$ cat config.mk
export PLATFORM = sky130hd
export DESIGN_NAME = sbsram_ctrl
export DESIGN_NICKNAME = d
export VERILOG_FILES = /design/src/rtl/sbsram_pkg.sv /design/src/rtl/sbsram_wr_dec.sv /design/src/rtl/sbsram_burst_gen.sv /design/src/rtl/sbsram_array.sv /design/src/rtl/sbsram_ctrl.sv
export SDC_FILE = /design/constraint.sdc
export NUM_CORES = 2
export LEC_CHECK = 0
export ABC_CLOCK_PERIOD_IN_PS = 4300
export BUFFER_PORTS_ARGS = -buffer_cell sky130_fd_sc_hd__buf_2
export CAP_MARGIN = 20
export CORE_MARGIN = 4
export CORE_UTILIZATION = 55
export CTS_BUF_LIST = sky130_fd_sc_hd__clkbuf_4
export DETAILED_ROUTE_END_ITERATION = 12
export HOLD_SLACK_MARGIN = 0.06
export PLACE_DENSITY = 0.7
export RECOVER_POWER = 25
export SLEW_MARGIN = 15
export SYNTH_ARGS = -nofsm -noshare
export SYNTH_HDL_FRONTEND = slang
export SYNTH_SLANG_ARGS = --single-unit
$ cat constraint.sdc
create_clock -name clk -period 4.3 [get_ports clk]
set_input_delay 0.43 -clock clk [delete_from_list [all_inputs] [get_ports clk]]
set_output_delay 0.43 -clock clk [all_outputs]
set_load 0.005 [all_outputs]
$ cat src/rtl/sbsram_pkg.sv
package sbsram_pkg;

  typedef enum logic [1:0] {
    ACC_IDLE  = 2'd0,
    ACC_READ  = 2'd1,
    ACC_WRITE = 2'd2
  } acc_op_e;

  // Low two address bits of a burst beat from the start bits and the count.
  function automatic logic [1:0] beat_lo(input logic [1:0] start,
                                         input logic [1:0] count,
                                         input logic       linear);
    if (linear) beat_lo = start + count;
    else        beat_lo = start ^ count;
  endfunction

endpackage

$ cat src/rtl/sbsram_wr_dec.sv
module sbsram_wr_dec #(
  parameter int NB = 8
) (
  input  logic          wr_all_n,
  input  logic          wr_byte_en_n,
  input  logic [NB-1:0] wr_lane_n,
  output logic [NB-1:0] lane_we,
  output logic          any_we
);

  for (genvar l = 0; l < NB; l++) begin : g_lane
    assign lane_we[l] = !wr_all_n || (!wr_byte_en_n && !wr_lane_n[l]);
  end

  assign any_we = |lane_we;

endmodule

$ cat src/rtl/sbsram_burst_gen.sv
module sbsram_burst_gen
  import sbsram_pkg::*;
(
  input  logic       clk,
  input  logic       rst_n,
  input  logic       load,
  input  logic       step,
  input  logic [1:0] load_lo,
  input  logic       linear,
  output logic [1:0] lo_now
);

  logic [1:0] start_q, start_d;
  logic [1:0] count_q, count_d;

  always_comb begin
    start_d = start_q;
    count_d = count_q;
    if (load) begin
      start_d = load_lo;
      count_d = 2'd0;
    end else if (step) begin
      count_d = count_q + 2'd1;
    end
    lo_now = beat_lo(start_d, count_d, linear);
  end

  always_ff @(posedge clk or negedge rst_n) begin
    if (!rst_n) begin
      start_q <= 2'd0;
      count_q <= 2'd0;
    end else if (load || step) begin
      start_q <= start_d;
      count_q <= count_d;
    end
  end

endmodule

$ cat src/rtl/sbsram_array.sv
module sbsram_array #(
  parameter int ADDR_W = 6,
  parameter int BYTE_W = 8,
  parameter int NB     = 8
) (
  input  logic                 clk,
  input  logic [NB-1:0]        lane_we,
  input  logic [ADDR_W-1:0]    addr,
  input  logic [NB*BYTE_W-1:0] wdata,
  output logic [NB*BYTE_W-1:0] rdata
);

  localparam int DEPTH = 1 << ADDR_W;

  for (genvar l = 0; l < NB; l++) begin : g_lane
    logic [BYTE_W-1:0] mem [DEPTH];

    always_ff @(posedge clk) begin
      if (lane_we[l]) mem[addr] <= wdata[l*BYTE_W +: BYTE_W];
    end

    assign rdata[l*BYTE_W +: BYTE_W] = mem[addr];
  end

endmodule

$ cat src/rtl/sbsram_ctrl.sv
module sbsram_ctrl
  import sbsram_pkg::*;
#(
  parameter int ADDR_W = 6,
  parameter int DATA_W = 64,
  parameter int BYTE_W = 8
) (
  input  logic                       clk,
  input  logic                       rst_n,
  input  logic [ADDR_W-1:0]          addr_i,
  input  logic                       ce_main_n,
  input  logic                       ce_lo0_n,
  input  logic                       ce_lo1_n,
  input  logic                       ce_hi0,
  input  logic                       ce_hi1,
  input  logic                       ld_cpu_n,
  input  logic                       ld_ctl_n,
  input  logic                       adv_n,
  input  logic                       wr_all_n,
  input  logic                       wr_byte_en_n,
  input  logic [DATA_W/BYTE_W-1:0]   wr_lane_n,
  input  logic                       oe_n,
  input  logic                       snooze,
  input  logic                       linear_mode,
  input  logic [DATA_W-1:0]          wdata,
  output logic [DATA_W-1:0]          rdata,
  output logic                       rdata_oe,
  output logic                       arr_rd,
  output logic [DATA_W/BYTE_W-1:0]   arr_wr_be,
  output logic [ADDR_W-1:0]          arr_addr
);

  localparam int NB   = DATA_W / BYTE_W;
  localparam int HI_W = ADDR_W - 2;

  // snooze synchronizer
  logic snz_meta, snz_q;

  // selection and address state
  logic            sel_q, sel_d;
  logic [HI_W-1:0] hi_q, hi_d;

  // access stage
  logic              s1_rd_q, s1_rd_d;
  logic [NB-1:0]     s1_be_q, s1_be_d;
  logic [ADDR_W-1:0] s1_addr_q, s1_addr_d;
  logic [DATA_W-1:0] s1_wdata_q, s1_wdata_d;

  // output stage
  logic              rdv_q, rdv_d;
  logic [DATA_W-1:0] rdata_q, rdata_d;

  // decode
  logic          en_all, cpu_ld, ctl_ld, ld, step;
  logic [1:0]    lo_now;
  logic [NB-1:0] lane_we;
  logic          any_we;
  acc_op_e       op;
  logic [DATA_W-1:0] arr_q;

  sbsram_wr_dec #(.NB(NB)) u_wr_dec (
    .wr_all_n     (wr_all_n),
    .wr_byte_en_n (wr_byte_en_n),
    .wr_lane_n    (wr_lane_n),
    .lane_we      (lane_we),
    .any_we       (any_we)
  );

  sbsram_burst_gen u_burst (
    .clk     (clk),
    .rst_n   (rst_n),
    .load    (ld),
    .step    (step),
    .load_lo (addr_i[1:0]),
    .linear  (linear_mode),
    .lo_now  (lo_now)
  );

  sbsram_array #(.ADDR_W(ADDR_W), .BYTE_W(BYTE_W), .NB(NB)) u_array (
    .clk     (clk),
    .lane_we (arr_wr_be),
    .addr    (s1_addr_q),
    .wdata   (s1_wdata_q),
    .rdata   (arr_q)
  );

  // cycle classification and next state
  always_comb begin
    en_all = !ce_main_n && !ce_lo0_n && !ce_lo1_n && ce_hi0 && ce_hi1;
    cpu_ld = !ld_cpu_n && !ce_main_n && !snz_q;
    ctl_ld = !ld_ctl_n && !cpu_ld && !snz_q;
    ld     = cpu_ld || ctl_ld;
    step   = !ld && !adv_n && sel_q && !snz_q;

    if (snz_q)   sel_d = 1'b0;
    else if (ld) sel_d = en_all;
    else         sel_d = sel_q;

    hi_d = ld ? addr_i[ADDR_W-1:2] : hi_q;

    if (!sel_d)                 op = ACC_IDLE;
    else if (cpu_ld || !any_we) op = ACC_READ;
    else                        op = ACC_WRITE;

    s1_rd_d    = (op == ACC_READ);
    s1_be_d    = (op == ACC_WRITE) ? lane_we : '0;
    s1_addr_d  = sel_d ? {hi_d, lo_now} : s1_addr_q;
    s1_wdata_d = (op == ACC_WRITE) ? wdata : s1_wdata_q;

    rdv_d   = s1_rd_q && !snz_q;
    rdata_d = rdv_d ? arr_q : rdata_q;
  end

  // control registers
  always_ff @(posedge clk or negedge rst_n) begin
    if (!rst_n) begin
      snz_meta  <= 1'b0;
      snz_q     <= 1'b0;
      sel_q     <= 1'b0;
      hi_q      <= '0;
      s1_rd_q   <= 1'b0;
      s1_be_q   <= '0;
      s1_addr_q <= '0;
      rdv_q     <= 1'b0;
    end else begin
      snz_meta <= snooze;
      snz_q    <= snz_meta;
      sel_q    <= sel_d;
      if (ld)    hi_q      <= hi_d;
      s1_rd_q  <= s1_rd_d;
      s1_be_q  <= s1_be_d;
      if (sel_d) s1_addr_q <= s1_addr_d;
      rdv_q    <= rdv_d;
    end
  end

  // data registers, no reset
  always_ff @(posedge clk) begin
    if (op == ACC_WRITE) s1_wdata_q <= s1_wdata_d;
    if (rdv_d)           rdata_q    <= rdata_d;
  end

  assign arr_rd    = s1_rd_q && !snz_q;
  assign arr_wr_be = snz_q ? '0 : s1_be_q;
  assign arr_addr  = s1_addr_q;
  assign rdata     = rdata_q;
  assign rdata_oe  = rdv_q && !oe_n && !snz_q;

endmodule

==> metrics.txt <==
Max VDD drop 396.9 uV; failing checks capacitance limit, slew limit; worst r2r dst s1_wdata_q[15]; Layout area overhead 15.62%; chip height 552.4 um; Post-synth EDFFs 4,224; RePlAce Congestion 0.8996; hold path depth 0; Mapped Cells 8,982; Critical Path, Cell by Cell dlygate4sd3_1, buf_2, dlygate4sd3_1, or2_2, dlygate4sd3_1, a21oi_1, nand4_1, dlygate4sd3_1, dlygate4sd3_1, a21o_1, nand2b_1, clkinv_8, buf_12; Ports 173; nets 10,820; initial antenna violation count 20; Hold Crit Start snz_meta; reg2reg start snz_q; area of the mapped netlist 163,000 sq um; final core utilization 63.97%; Worst EP required 5500 ps; Hold WS 359.2 ps; clk sink count 4,251; switching pwr 25.77 mW; Crit. Startpoint ld_cpu_n; number of DRC markers in iteration 0 17,420; vias in the first global route 101,600; Power Dens Cells 494.4 nW/um^2; CTS tree built; clock buffer depth 5; flop-to-flop setup slack 400 ps; Worst Tran Pin Value 3424 ps; die width 552.4 um; max cap viols 60; Synth Register Bits 4,251; CP Launch Type input port; DRT Pass-1 Iters 10; full die area 305,100 sq um; Slowest-stage cell, CP dlygate4sd3_1; Post-Route WL 503.8 mm; WL/cell 32.89 um; critical path endpoint category flop; root buffer cell clkbuf_4; max-slew violation count 3,831; CP Max Fanout 34; pin count of the biggest net entering global routing 100; I/O Buffers 172; Seq/Total Area, Yosys 78.24%; part of the power in the clock network 35.5%; Worst path max stage delay 610 ps; Clock transition at path regs 80 ps; outcome finished with violations; share of flip-flops with an asynchronous set or reset 0.6351%; critical path arrival 5370 ps; syn_nets 9,076; vias after detailed routing 102,100; Synthesis Warnings 0; total global-route track usage 32.75%; post-route minimum period 4167 ps; Switching Fraction 27.66%; FMAX 0.2400 GHz; hold path endpoint snz_q; Worst Clk Skew 150.4 ps; Synth cell types 70; Core Area 294,600 sq um; Pint 67.40 mW; CTS Buf Count 1,132; Initial Util 55.33%; cell leakage power 63.56 nW; fraction of layout cells with a size suffix above 1 26.96%; first-pass GRT wire length 718.2 mm; Tot Pwr 93.17 mW; Final Hold Viols 0; Fin Setup TNS 0 ps; vias per cell 6.666; H-Tree Depth 7; Remaining DRCs 0; Synth Area per Inst 18.14 sq um; Post-CTS Setup Inserts 0; Worst Hold Class reg2reg; antenna viol nets, final 0; Setup CP Type in2reg; DP HPWL 290.9 mm; RSZ-0062 raised after global routing no; Combinational Power Share 16.0%; row count 199; Slew Limit Headroom -128.3%; Clock Latency Late Sink 1670 ps; r2r worst-path depth 8; sequential share of power 48.5%; Tcrit/Tclk final 96.90%; CP most frequent cell dlygate4sd3_1; global route overflow 0; Setup Viol. Count Final 0; top_reg_cell synth edfxtp_1
==> synthesized netlist by cell type (66+ instances only) <==
| cell | number | area share, % |
|---|---|---|
| a21oi_1 | 241 | 0.74 |
| a221o_1 | 75 | 0.46 |
| a221oi_1 | 496 | 2.7 |
| a22o_1 | 85 | 0.46 |
| a22oi_1 | 331 | 1.5 |
| buf_1 | 66 | 0.15 |
| buf_2 | 242 | 0.74 |
| buf_4 | 90 | 0.41 |
| clkbuf_1 | 212 | 0.49 |
| edfxtp_1 | 4224 | 78 |
| mux2_2 | 231 | 1.6 |
| mux2i_1 | 556 | 3.4 |
| mux4_2 | 235 | 3.2 |
| nand2_1 | 266 | 0.61 |
| nor2_1 | 733 | 1.7 |
| o21ai_0 | 229 | 0.70 |
| o22ai_1 | 202 | 0.78 |
==> state kept, by name, indices dropped and copies added (netlist names) <==
register / count
u_array.g_lane.mem: 4096
rdata: 64
s1_wdata_q: 64
s1_be_q: 8
arr_addr: 6
hi_q: 4
u_burst.count_q: 2
u_burst.start_q: 2
rdv_q: 1
s1_rd_q: 1
sel_q: 1
snz_meta: 1
snz_q: 1
==> power by group through the flow <==
| stage | sequential [mW] | clock (mW) | combinational (mW) |
|---|---|---|---|
| finish | 45.2 | 33.1 | 14.9 |
| global placement | 46.1 | 0 | 14.1 |
| CTS | 45.2 | 33.4 | 14.4 |
| floorplan | 46.0 | 0 | 8.09 |
| detailed placement | 46.1 | 0 | 14.2 |
| global route | 45.2 | 36.0 | 15.2 |
==> critical path: cells and delay by family <==
kind                   cells  cell delay (ps)
buffers and inverters      8             3550
AND/OR/NAND/NOR            3              760
AO/OA/AOI/OAI              2              440
==> cell usage in the layout (no fill, tap or decap), types with 25 or more instances in the layout <==
| master | instances |
|---|---|
| a221oi_1 | 496 |
| o21ai_0 | 229 |
| nand4_1 | 30 |
| a221o_1 | 75 |
| mux2_2 | 231 |
| nand3_1 | 59 |
| a22oi_1 | 331 |
| edfxtp_1 | 4224 |
| mux4_2 | 235 |
| nand2_1 | 261 |
| a22o_1 | 85 |
| o22a_1 | 25 |
| dlygate4sd3_1 | 266 |
| nor2_1 | 726 |
| buf_4 | 653 |
| clkbuf_1 | 67 |
| clkinv_1 | 164 |
| buf_12 | 93 |
| buf_2 | 169 |
| inv_2 | 25 |
| a222oi_1 | 33 |
| o22ai_1 | 202 |
| mux2i_1 | 556 |
| clkbuf_4 | 1566 |
| a21oi_1 | 241 |
==> worst max-delay path by stage <==
stage                                end  slack (ps)  cells after the start
after floorplan                 rdata[0]         260                      2
after global placement          rdata[5]         480                      6
after detailed placement       rdata[21]         470                      8
after CTS                 s1_wdata_q[15]         170                      8
after global routing      s1_wdata_q[15]          70                     13
final                     s1_wdata_q[61]         130                     13
==> stage by stage <==
| stage | worst slack, ps | cell area [sq um] | std cells |
|---|---|---|---|
| final | 133.5 | 188400 | 15320 |
| after global routing | 73.61 | 188400 | 15310 |
| after CTS | 170.5 | 188600 | 15300 |
| after detailed placement | 469.6 | 173000 | 13240 |
| after global placement | 480.1 | 173000 | 13240 |
| after floorplan | 263.8 | 163000 | 8982 |
==> per-layer routing <==
| metal | part of all wire (%) | global-route usage (%) |
|---|---|---|
| met2 | 46 | 48.88 |
| met5 | 0.013 | 0 |
| met1 | 35 | 43.97 |
| met3 | 15 | 10.82 |
| met4 | 4.4 | 15.32 |
==> kinds of logic (layout without fill, tap and decap cells) <==
| logic type | after synthesis | count (layout) | synth area share [%] |
|---|---|---|---|
| simple gates | 1208 | 1208 | 3.118 |
| compound gates | 1852 | 1852 | 8.331 |
| other cells | 0 | 15 | 0 |
| xor+xnor | 3 | 3 | 0.02533 |
| mux | 1023 | 1023 | 8.265 |
| buf+inv | 644 | 3044 | 2.010 |
| flops | 4251 | 4251 | 78.24 |
| fa+ha+maj | 1 | 1 | 0.007676 |
==> final cells by class <==
| type | instances | area [sq um] |
|---|---|---|
| clock buffers | 1566 | 11760 |
| inverters | 5 | 51.30 |
| fillers | 20280 | 106100 |
| clock inverters | 220 | 1124 |
| diodes | 15 | 37.54 |
| well taps | 3919 | 4903 |
| multi-input cells | 4087 | 32440 |
| repair buffers | 1253 | 10600 |
| flip-flops and latches | 4251 | 127500 |
==> what timing repair did <==
item	in CTS	in global routing
setup endpoints to repair	0	33
resized for setup	0	6
endpoints found under the hold margin	142	0
hold buffers	268	0
(Power assumes the default switching activity.)
